File: src/rtl/vlm_pkg.sv
package vlm_pkg;
  typedef struct packed {
    logic done;
    logic ok;
  } win_res_t;
endpackage

File: src/rtl/vlm_edge_sync.sv
module vlm_edge_sync #(
  parameter int unsigned STAGES = 2
) (
  input  logic clk_i,
  input  logic rst_ni,
  input  logic lvl_i,
  output logic rise_o
);
  // pipe[STAGES-1] is the synchronized level, pipe[STAGES] its history
  logic [STAGES:0] pipe_q;

  always_ff @(posedge clk_i or negedge rst_ni) begin
    if (!rst_ni) pipe_q <= '0;
    else         pipe_q <= {pipe_q[STAGES-1:0], lvl_i};
  end

  assign rise_o = pipe_q[STAGES-1] & ~pipe_q[STAGES];

  p_rise_spaced_r2: assert property (@(posedge clk_i) disable iff (!rst_ni)
    rise_o |=> !rise_o);
endmodule

File: src/rtl/vlm_win_cnt.sv
module vlm_win_cnt
  import vlm_pkg::*;
#(
  parameter int unsigned WIN = 256,
  parameter int unsigned TOL = 2
) (
  input  logic     clk_i,
  input  logic     rst_ni,
  input  logic     restart_i,
  input  logic     ref_rise_i,
  input  logic     fb_rise_i,
  output win_res_t res_o
);
  localparam int unsigned REF_W  = (WIN > 1) ? $clog2(WIN) : 1;
  localparam int unsigned CNT_W  = $clog2(WIN) + 2;
  localparam logic [CNT_W-1:0] FB_MAX = {CNT_W{1'b1}};
  localparam logic [CNT_W-1:0] LO_LIM = CNT_W'(WIN - TOL);
  localparam logic [CNT_W-1:0] HI_LIM = CNT_W'(WIN + TOL);

  logic [REF_W-1:0] ref_cnt_q;
  logic [CNT_W-1:0] fb_cnt_q, fb_nxt;
  logic             last_edge, in_band;
  win_res_t         res_q;

  assign fb_nxt    = fb_cnt_q + CNT_W'(fb_rise_i && (fb_cnt_q != FB_MAX));
  assign last_edge = ref_rise_i && (ref_cnt_q == REF_W'(WIN - 1));
  assign in_band   = (fb_nxt >= LO_LIM) && (fb_nxt <= HI_LIM);

  always_ff @(posedge clk_i or negedge rst_ni) begin
    if (!rst_ni) begin
      ref_cnt_q <= '0;
      fb_cnt_q  <= '0;
      res_q     <= '0;
    end else if (restart_i) begin
      ref_cnt_q <= '0;
      fb_cnt_q  <= '0;
      res_q     <= '0;
    end else begin
      res_q.done <= last_edge;
      res_q.ok   <= last_edge && in_band;
      if (last_edge) begin
        ref_cnt_q <= '0;
        fb_cnt_q  <= '0;
      end else begin
        ref_cnt_q <= ref_cnt_q + REF_W'(ref_rise_i);
        fb_cnt_q  <= fb_nxt;
      end
    end
  end

  assign res_o = res_q;

  p_restart_quiet_r10: assert property (@(posedge clk_i) disable iff (!rst_ni)
    restart_i |=> !res_q.done);
  p_ok_only_at_end_r4: assert property (@(posedge clk_i) disable iff (!rst_ni)
    res_q.ok |-> res_q.done);
  p_done_spaced_r2: assert property (@(posedge clk_i) disable iff (!rst_ni)
    res_q.done |=> !res_q.done);
endmodule

File: src/rtl/vlm_lock_fsm.sv
module vlm_lock_fsm
  import vlm_pkg::*;
#(
  parameter int unsigned LOCK_WINS = 4
) (
  input  logic     clk_i,
  input  logic     rst_ni,
  input  win_res_t res_i,
  input  logic     det_reset_i,
  input  logic     trap_en_i,
  input  logic     trap_clr_i,
  output logic     locked_o,
  output logic     trap_o,
  output logic     disc_o
);
  localparam int unsigned GW = $clog2(LOCK_WINS + 1);

  logic [GW-1:0] good_q, good_nxt;
  logic          locked_q, rearm_q, disc_q, trap_q;
  logic          loss_evt;

  assign good_nxt = (good_q == GW'(LOCK_WINS)) ? good_q : good_q + 1'b1;
  assign loss_evt = res_i.done && !res_i.ok && locked_q && !det_reset_i;

  always_ff @(posedge clk_i or negedge rst_ni) begin
    if (!rst_ni) begin
      good_q   <= '0;
      locked_q <= 1'b0;
      rearm_q  <= 1'b1;
      disc_q   <= 1'b0;
    end else if (det_reset_i) begin
      good_q   <= '0;
      locked_q <= 1'b0;
      rearm_q  <= 1'b1;
    end else if (res_i.done) begin
      if (res_i.ok) begin
        good_q <= good_nxt;
        if (good_nxt == GW'(LOCK_WINS)) begin
          locked_q <= 1'b1;
          if (rearm_q) disc_q <= 1'b0;
        end
      end else begin
        good_q   <= '0;
        locked_q <= 1'b0;
        if (locked_q) begin
          disc_q  <= 1'b1;
          rearm_q <= 1'b0;
        end
      end
    end
  end

  // set wins over clear
  always_ff @(posedge clk_i or negedge rst_ni) begin
    if (!rst_ni) trap_q <= 1'b0;
    else         trap_q <= (loss_evt && trap_en_i) || (trap_q && !trap_clr_i);
  end

  assign locked_o = locked_q;
  assign trap_o   = trap_q;
  assign disc_o   = disc_q;

  p_trap_gated_r6: assert property (@(posedge clk_i) disable iff (!rst_ni)
    $rose(trap_q) |-> $past(trap_en_i));
  p_lock_drop_cause_r5: assert property (@(posedge clk_i) disable iff (!rst_ni)
    $fell(locked_q) |-> $past(det_reset_i || (res_i.done && !res_i.ok)));
  p_lock_needs_good_r2: assert property (@(posedge clk_i) disable iff (!rst_ni)
    $rose(locked_q) |-> $past(res_i.done && res_i.ok));
  p_disc_on_loss_r7: assert property (@(posedge clk_i) disable iff (!rst_ni)
    loss_evt |=> disc_q);
  p_set_beats_clear_r9: assert property (@(posedge clk_i) disable iff (!rst_ni)
    (loss_evt && trap_en_i) |=> trap_q);
  p_disc_release_r8: assert property (@(posedge clk_i) disable iff (!rst_ni)
    $fell(disc_q) |-> locked_q);
endmodule

File: src/rtl/vco_lock_mon.sv
module vco_lock_mon
  import vlm_pkg::*;
#(
  parameter int unsigned WIN       = 256,
  parameter int unsigned TOL       = 2,
  parameter int unsigned LOCK_WINS = 4,
  parameter int unsigned SYNC_STG  = 2
) (
  input  logic clk_i,
  input  logic rst_ni,
  input  logic ref_clk_i,
  input  logic fb_clk_i,
  input  logic det_reset_i,
  input  logic trap_en_i,
  input  logic trap_clr_i,
  output logic locked_o,
  output logic trap_o,
  output logic clk_disc_o
);
  localparam int unsigned NCH = 2; // 0: reference, 1: feedback

  logic [NCH-1:0] lvl, rise;
  win_res_t       win_res;

  assign lvl = {fb_clk_i, ref_clk_i};

  for (genvar c = 0; c < NCH; c++) begin : g_ch
    vlm_edge_sync #(.STAGES(SYNC_STG)) u_sync (
      .clk_i  (clk_i),
      .rst_ni (rst_ni),
      .lvl_i  (lvl[c]),
      .rise_o (rise[c])
    );
  end

  vlm_win_cnt #(.WIN(WIN), .TOL(TOL)) u_win (
    .clk_i      (clk_i),
    .rst_ni     (rst_ni),
    .restart_i  (det_reset_i),
    .ref_rise_i (rise[0]),
    .fb_rise_i  (rise[1]),
    .res_o      (win_res)
  );

  vlm_lock_fsm #(.LOCK_WINS(LOCK_WINS)) u_fsm (
    .clk_i       (clk_i),
    .rst_ni      (rst_ni),
    .res_i       (win_res),
    .det_reset_i (det_reset_i),
    .trap_en_i   (trap_en_i),
    .trap_clr_i  (trap_clr_i),
    .locked_o    (locked_o),
    .trap_o      (trap_o),
    .disc_o      (clk_disc_o)
  );

  p_restart_drops_lock_r10: assert property (@(posedge clk_i) disable iff (!rst_ni)
    det_reset_i |=> !locked_o);
endmodule

File: config.mk
export PLATFORM = sky130hd
export DESIGN_NAME = vco_lock_mon
export DESIGN_NICKNAME = d
export VERILOG_FILES = /design/src/rtl/vlm_pkg.sv /design/src/rtl/vlm_edge_sync.sv /design/src/rtl/vlm_win_cnt.sv /design/src/rtl/vlm_lock_fsm.sv /design/src/rtl/vco_lock_mon.sv
export SDC_FILE = /design/constraint.sdc
export NUM_CORES = 1
export LEC_CHECK = 0
export BUFFER_PORTS_ARGS = -buffer_cell sky130_fd_sc_hd__buf_2
export CAP_MARGIN = 0
export CORE_MARGIN = 3
export CORE_UTILIZATION = 30
export CTS_CLUSTER_DIAMETER = 60
export CTS_CLUSTER_SIZE = 24
export DETAILED_ROUTE_END_ITERATION = 10
export GPL_TIMING_DRIVEN = 1
export SYNTH_ARGS = -nofsm -noshare
export SYNTH_HDL_FRONTEND = slang
export SYNTH_SLANG_ARGS = --single-unit
export TNS_END_PERCENT = 50
File: constraint.sdc
create_clock -name clk_i -period 7.53 [get_ports clk_i]
set_input_delay 0 -clock clk_i [delete_from_list [all_inputs] [get_ports clk_i]]
set_output_delay 0 -clock clk_i [all_outputs]
set_load 0.02 [all_outputs]
==> flow_metrics.tcl, run 1 <==
set metrics [dict create \
    status "completed" \
    fin_hold_ws_ns 0.317 \
    tritoncts "yes" \
    cts.sinks 33 \
    drc_errors 0 \
    ctsRootBufferMaster "clkbuf_8" \
    dieHeight_um 79.6 \
    drt_pass1_iterations 4 \
    final_core_utilization 0.362 \
    synth.top_cell.area_share 0.493 \
    cts.repair_timing.setup_buffer_count 0 \
    clkLatencyLatePin_ns 0.28 \
    synthTopCellsByArea "dfrtp_1, nor2_1, ha_1" \
    global_route.usage.total 0.102 \
    power.static_leakage_nw 0.836 \
    dr_total_vias 1188 \
    timing.reg2reg.worst_path_depth 9 \
    floorplan.die.width_um 79.6 \
    finalSetupViolations 0 \
    final.min_clock_period_ns 2.67 \
    setup_repair_after_global_routing_missed_its_margin "no" \
    yosys_most_used_dff "dfrtp_1" \
    max_slew.worst_pin.slew_ns 0.736 \
    detailed_place_hpwl_um 1960 \
    total_standard_cell_area_after_synthesis_mm2 0.00162 \
    timing.setup.tns_ns 0 \
    drv_slew 0 \
    ant_nets 0 \
    vias_in_the_first_global_route 1177 \
    reg2reg_from "u_win.fb_cnt_q[5]" \
    antennaDiodeCount 0 \
    wl_per_cell_um 11.3 \
    grt_start_max_net_pins 34 \
    fin_worst_skew_ns 0.00442 \
    yosys_register_bits 33 \
    cpMaxStageDelayCell "dfrtp_1" \
    synth_cell_type_count 39 \
    placement_rows 26 \
    max_incr_delay_on_cp_ns 0.52 \
    hold_class "in2async" \
    worst_ep_arrival_time_ns 2.88 \
    synth_async_sr_flop_share 1.00 \
    path_clk_slew_ns 0.07 \
    via_density 4.71 \
    finalNetCount 194 \
    yosysTopAreaCell "dfrtp_1" \
    buffer_ports.inserted 9 \
    maxCapViolations 0 \
    global_route_wire_length_before_repair_um 5020 \
    power-per-cell-area_mw_per_mm2 172 \
    required_ns 7.73 \
    slack_of_the_worst_reg_to_reg_path_ns 4.86 \
    h-tree-depth 2 \
    worst-path-max-fanout 8 \
    number_of_top_level_pins 10 \
    max_clock_freq_mhz 374 \
    design_power_total_mw 0.322 \
    drive_gt1_frac 0.121 \
    route.final.wire_length_um 2860 \
    post-route-period-util 0.355 \
    critical_path.endpoint_type "register" \
    synthCells 162 \
    r2r-end "u_win.res_o[0]" \
    syn_nets 175 \
    synth_enable_flop_cells 0 \
    yosysWarningCount 0 \
    placeable_core_region_mm2 0.00517 \
    floorplan.initialDensity 0.314 \
    first_iter_violations 75 \
    ctsLongestPathBuffers 2 \
    routabilityCongestion 0.801 \
    grt_antenna_before_repair 0 \
    area_growth_pct 15.3 \
    path_cells "nand4_1 > nor3_1 > nor3b_1 > ha_1 > ha_1 > and4_4 > o32a_1 > a2111o_1 > a21oi_1" \
    fillers 522 \
    cts_made_buffers 5 \
    die_area_mm2 0.00633 \
    ys_seq_area_frac 0.510 \
    mean_cell_area_of_the_mapped_netlist_um2 10.0 \
    critPathKind "reg2reg" \
    grt_overflow 0 \
    finalHoldViolCount 0 \
    timing.max_slew.rel_slack 0.510 \
    cpMostUsedCell "ha_1" \
    critPathLaunchType "register" \
    irDropWorstVdd_mv 0.118 \
]
[layout make-up]
cell class / instances / area, um^2 / area share
Clock buffer: 6 / 72.6 / 0.0388
Timing Repair Buffer: 16 / 113 / 0.0602
Tap cell: 70 / 87.6 / 0.0468
Sequential cell: 33 / 827 / 0.442
Inverter: 9 / 33.8 / 0.0181
Multi-Input combinational cell: 116 / 727 / 0.389
Clock inverter: 2 / 10.0 / 0.00535
[cell families after synthesis]
group           count (synthesis)  synth area share
xor+xnor                       13            0.0702
flops                          33             0.510
fa+ha+maj                       6            0.0463
simple gates                   73             0.234
buf+inv                        13            0.0424
compound gates                 24            0.0979
[sequential cells by signal (all words and copies together) (netlist names)]
| name | flops |
|---|---|
| u_fsm.trap_o | 1 |
| u_fsm.rearm_q | 1 |
| g_ch.u_sync.pipe_q | 6 |
| u_win.fb_cnt_q | 10 |
| u_win.res_o | 2 |
| u_fsm.disc_o | 1 |
| u_fsm.locked_o | 1 |
| u_win.ref_cnt_q | 8 |
| u_fsm.good_q | 3 |
[worst max path at each step]
| stage | to | from | depth (start not counted) | slack [ns] |
|---|---|---|---|---|
| after global placement | u_win.res_o[0] | u_win.fb_cnt_q[5] | 9 | 4.96 |
| after global routing | u_win.res_o[0] | u_win.fb_cnt_q[5] | 9 | 4.68 |
| after CTS | u_win.res_o[0] | u_win.fb_cnt_q[5] | 9 | 4.86 |
| after detailed placement | u_win.res_o[0] | u_win.fb_cnt_q[5] | 9 | 4.88 |
| final | u_win.res_o[0] | u_win.fb_cnt_q[5] | 9 | 4.86 |
| after floorplan | u_win.res_o[0] | u_win.fb_cnt_q[5] | 11 | 5.06 |
[timing repair]
| action | in CTS | in global routing |
|---|---|---|
| hold buffers | 6 | 0 |
| resized for setup | 0 | 0 |
| endpoints found under the hold margin | 39 | 0 |
[through the flow]
stage | instances | worst slack (ns) | cell area, um^2
after global placement | 238 | 4.96 | 1730
after global routing | 252 | 4.68 | 1870
after CTS | 252 | 4.86 | 1870
final | 252 | 4.86 | 1870
after detailed placement | 238 | 4.88 | 1730
after floorplan | 162 | 5.06 | 1620
[cell usage after synthesis (4+ instances only)]
cell and count:
nor2_1 22, nand2_1 12, nor3_1 6, a21oi_1 10, inv_1 9, xor2_1 7
dfrtp_1 32, nor3b_1 4, nand3_1 7, ha_1 6, o21ai_0 4, nand4_1 4
xnor2_1 6
[cells in the final DEF (no fill, tap or decap), types with 5 or more instances in the layout]
cell type / count
buf_2: 9
inv_1: 9
nor2_1: 22
a21oi_1: 10
dfrtp_1: 32
xor2_1: 7
nor3_1: 6
ha_1: 6
dlygate4sd3_1: 6
nand2_1: 12
xnor2_1: 6
clkbuf_8: 5
nand3_1: 7
[power by group]
part           switching (mW)  internal, mW
clock network          0.0607        0.0639
registers             0.00167         0.181
logic                 0.00921       0.00572
[metal layers]
metal	wire [um]	global-route usage	vias to the layer above
met1	1400	0.125	573
met3	68	0.0339	5
met2	1360	0.166	13
li1	-	-	597
met4	37	0.0395	0
met5	0	0	-
[worst max-delay path: cells and delay by family, from the launching register on]
family                   cells  cell delay (ns)
flip-flops                   1             0.52
AO/OA/AOI/OAI                3             0.87
adder cells (fa/ha/maj)      2             0.48
AND/OR/NAND/NOR              4             0.73
Power figures use the tool's default switching activity.
==> run 2: changes to the inputs <==
Clock period 7.53 ns to 2.35 ns, I/O delays scaled along.
==> flow_metrics.tcl, run 2 (same netlist as run 1, synthesis figures left out) <==
set metrics [dict create \
    status "completed" \
    ctsRootBufferMaster "clkbuf_8" \
    irDropWorstVdd_mv 0.452 \
    p_clk_frac 0.459 \
    clkLatencyLatePin_ns 0.28 \
    antennaDiodeCount 0 \
    pre_cts_ws_ns 0.0711 \
    top_regs "u_win.fb_cnt_q: 10 flops, u_win.ref_cnt_q: 8 flops, g_ch.u_sync.pipe_q: 6 flops" \
    ctsLongestPathBuffers 2 \
    dr_total_vias 1218 \
    largest_register_ff_count 10 \
    floorplan.initialDensity 0.314 \
    required_ns 2.55 \
    cts.sinks 33 \
    global_route_wire_length_before_repair_um 5270 \
    cts_made_buffers 5 \
    drv_slew 0 \
    largest-register "u_win.fb_cnt_q" \
    final.min_clock_period_ns 2.26 \
    fin_ws_ns 0.0880 \
    route.final.wire_length_um 2840 \
    maxCapViolations 0 \
    critPathKind "reg2reg" \
    path_clk_slew_ns 0.07 \
    setup_repair_after_global_routing_missed_its_margin "yes" \
    placement_rows 26 \
    critical_path.endpoint_type "register" \
    internal_power_mw 0.945 \
    finalHoldViolCount 0 \
    grt_antenna_before_repair 0 \
    grt_start_max_net_pins 34 \
    drc_errors 0 \
    detailed_place_hpwl_um 2100 \
    buffer_ports.inserted 9 \
    via_density 4.61 \
    post-route-period-util 0.963 \
    fin_hold_ws_ns 0.298 \
    design_power_total_mw 1.17 \
    power.sequential.fraction 0.498 \
    worst_ep_arrival_time_ns 2.46 \
    max_slew.worst_pin.slew_ns 0.696 \
    dieHeight_um 79.6 \
    routabilityCongestion 0.752 \
    fin_worst_skew_ns 0.00755 \
    number_of_top_level_pins 10 \
    ant_nets 0 \
    drt_pass1_iterations 4 \
    finalSetupViolations 0 \
    finalNetCount 206 \
    die_area_mm2 0.00633 \
    tritoncts "yes" \
    area_growth_pct 24.6 \
    power.static_leakage_nw 0.911 \
    timing.max_slew.rel_slack 0.536 \
    netSwitchingPower_mw 0.227 \
    max_clock_freq_mhz 442 \
    worst-path-max-fanout 6 \
    placeable_core_region_mm2 0.00517 \
    drive_gt1_frac 0.201 \
    critPathLaunchType "register" \
    power-per-cell-area_mw_per_mm2 579 \
    grt_overflow 0 \
    hold_class "in2async" \
    global_route.usage.total 0.103 \
    mostFrequentLayoutCells "dfrtp_1, nor2_1, buf_4" \
    first_iter_violations 22 \
    floorplan.die.width_um 79.6 \
    pwr-share-comb 0.043 \
    vias_in_the_first_global_route 1223 \
    fillers 516 \
    h-tree-depth 2 \
    swShare 0.193 \
    wl_per_cell_um 10.8 \
    layout_commonest_cell "dfrtp_1" \
]
[run 2: final timing paths]
check | from | end | slack, ns | depth (start not counted)
min in group clk_i | g_ch[1].u_sync.pipe_q[0] | g_ch[1].u_sync.pipe_q[1] | 0.35 | 0
hold / removal | rst_ni | u_win.ref_cnt_q[2] | 0.30 | 2
hold reg to reg | g_ch[1].u_sync.pipe_q[0] | g_ch[1].u_sync.pipe_q[1] | 0.35 | 0
setup reg to reg | u_win.fb_cnt_q[9] | u_win.res_o[0] | 0.09 | 9
setup / recovery | u_win.fb_cnt_q[9] | u_win.res_o[0] | 0.09 | 9
max in group asynchronous | rst_ni | u_win.fb_cnt_q[8] | 1.60 | 2
[run 2: stage by stage]
stage / std cells / utilization / instance area [um^2] / TNS (ns)
floorplan: 162 / - / 1640 / 0
global placement: 248 / 0.352 / 1820 / 0
detailed placement: 248 / 0.352 / 1820 / 0
CTS: 262 / 0.386 / 2000 / 0
global route: 264 / 0.391 / 2020 / -0.0625
finish: 264 / 0.391 / 2020 / 0
[run 2: metal layers]
layer,GRT usage,wire [um],vias to the layer above
met1,0.129,1400,579
met3,0.0305,93,2
met2,0.174,1340,12
met5,0,0,-
met4,0.0275,8,0
li1,-,-,625
[run 2: area by class of cell]
type                       count  area, um^2  share of cell area
multi-input combinational    116         754               0.373
inverter                       9        33.8              0.0167
tap                           70        87.6              0.0433
sequential                    33         827               0.409
clock inverter                 1        30.0              0.0149
clock buffer                   7        86.3              0.0427
timing repair buffer          28         203               0.100
[run 2: timing repair]
action	CTS	global route
endpoints found under the setup margin	0	1
gates resized for setup	0	2
hold buffers	6	0
hold endpoints to repair	39	0
buffers inserted	0	2
[run 2: power groups by stage]
stage	sequential, mW	clock [mW]	combinational [mW]
3_5_place_dp	0.594	0	0.0460
2_1_floorplan	0.595	0	0.0182
5_1_grt	0.584	0.581	0.0586
4_1_cts	0.583	0.553	0.0523
3_3_place_gp	0.594	0	0.0461
6_report	0.584	0.537	0.0507
[run 2: worst max-delay path: stages, from the launching register on]
cell and delay [ns]:
dfrtp_1 0.36, nand4_1 0.12, nor3_2 0.18, nor3b_2 0.06, ha_2 0.21, ha_4 0.18
and4_4 0.22, o32a_1 0.34, a2111o_1 0.40, a21oi_1 0.11
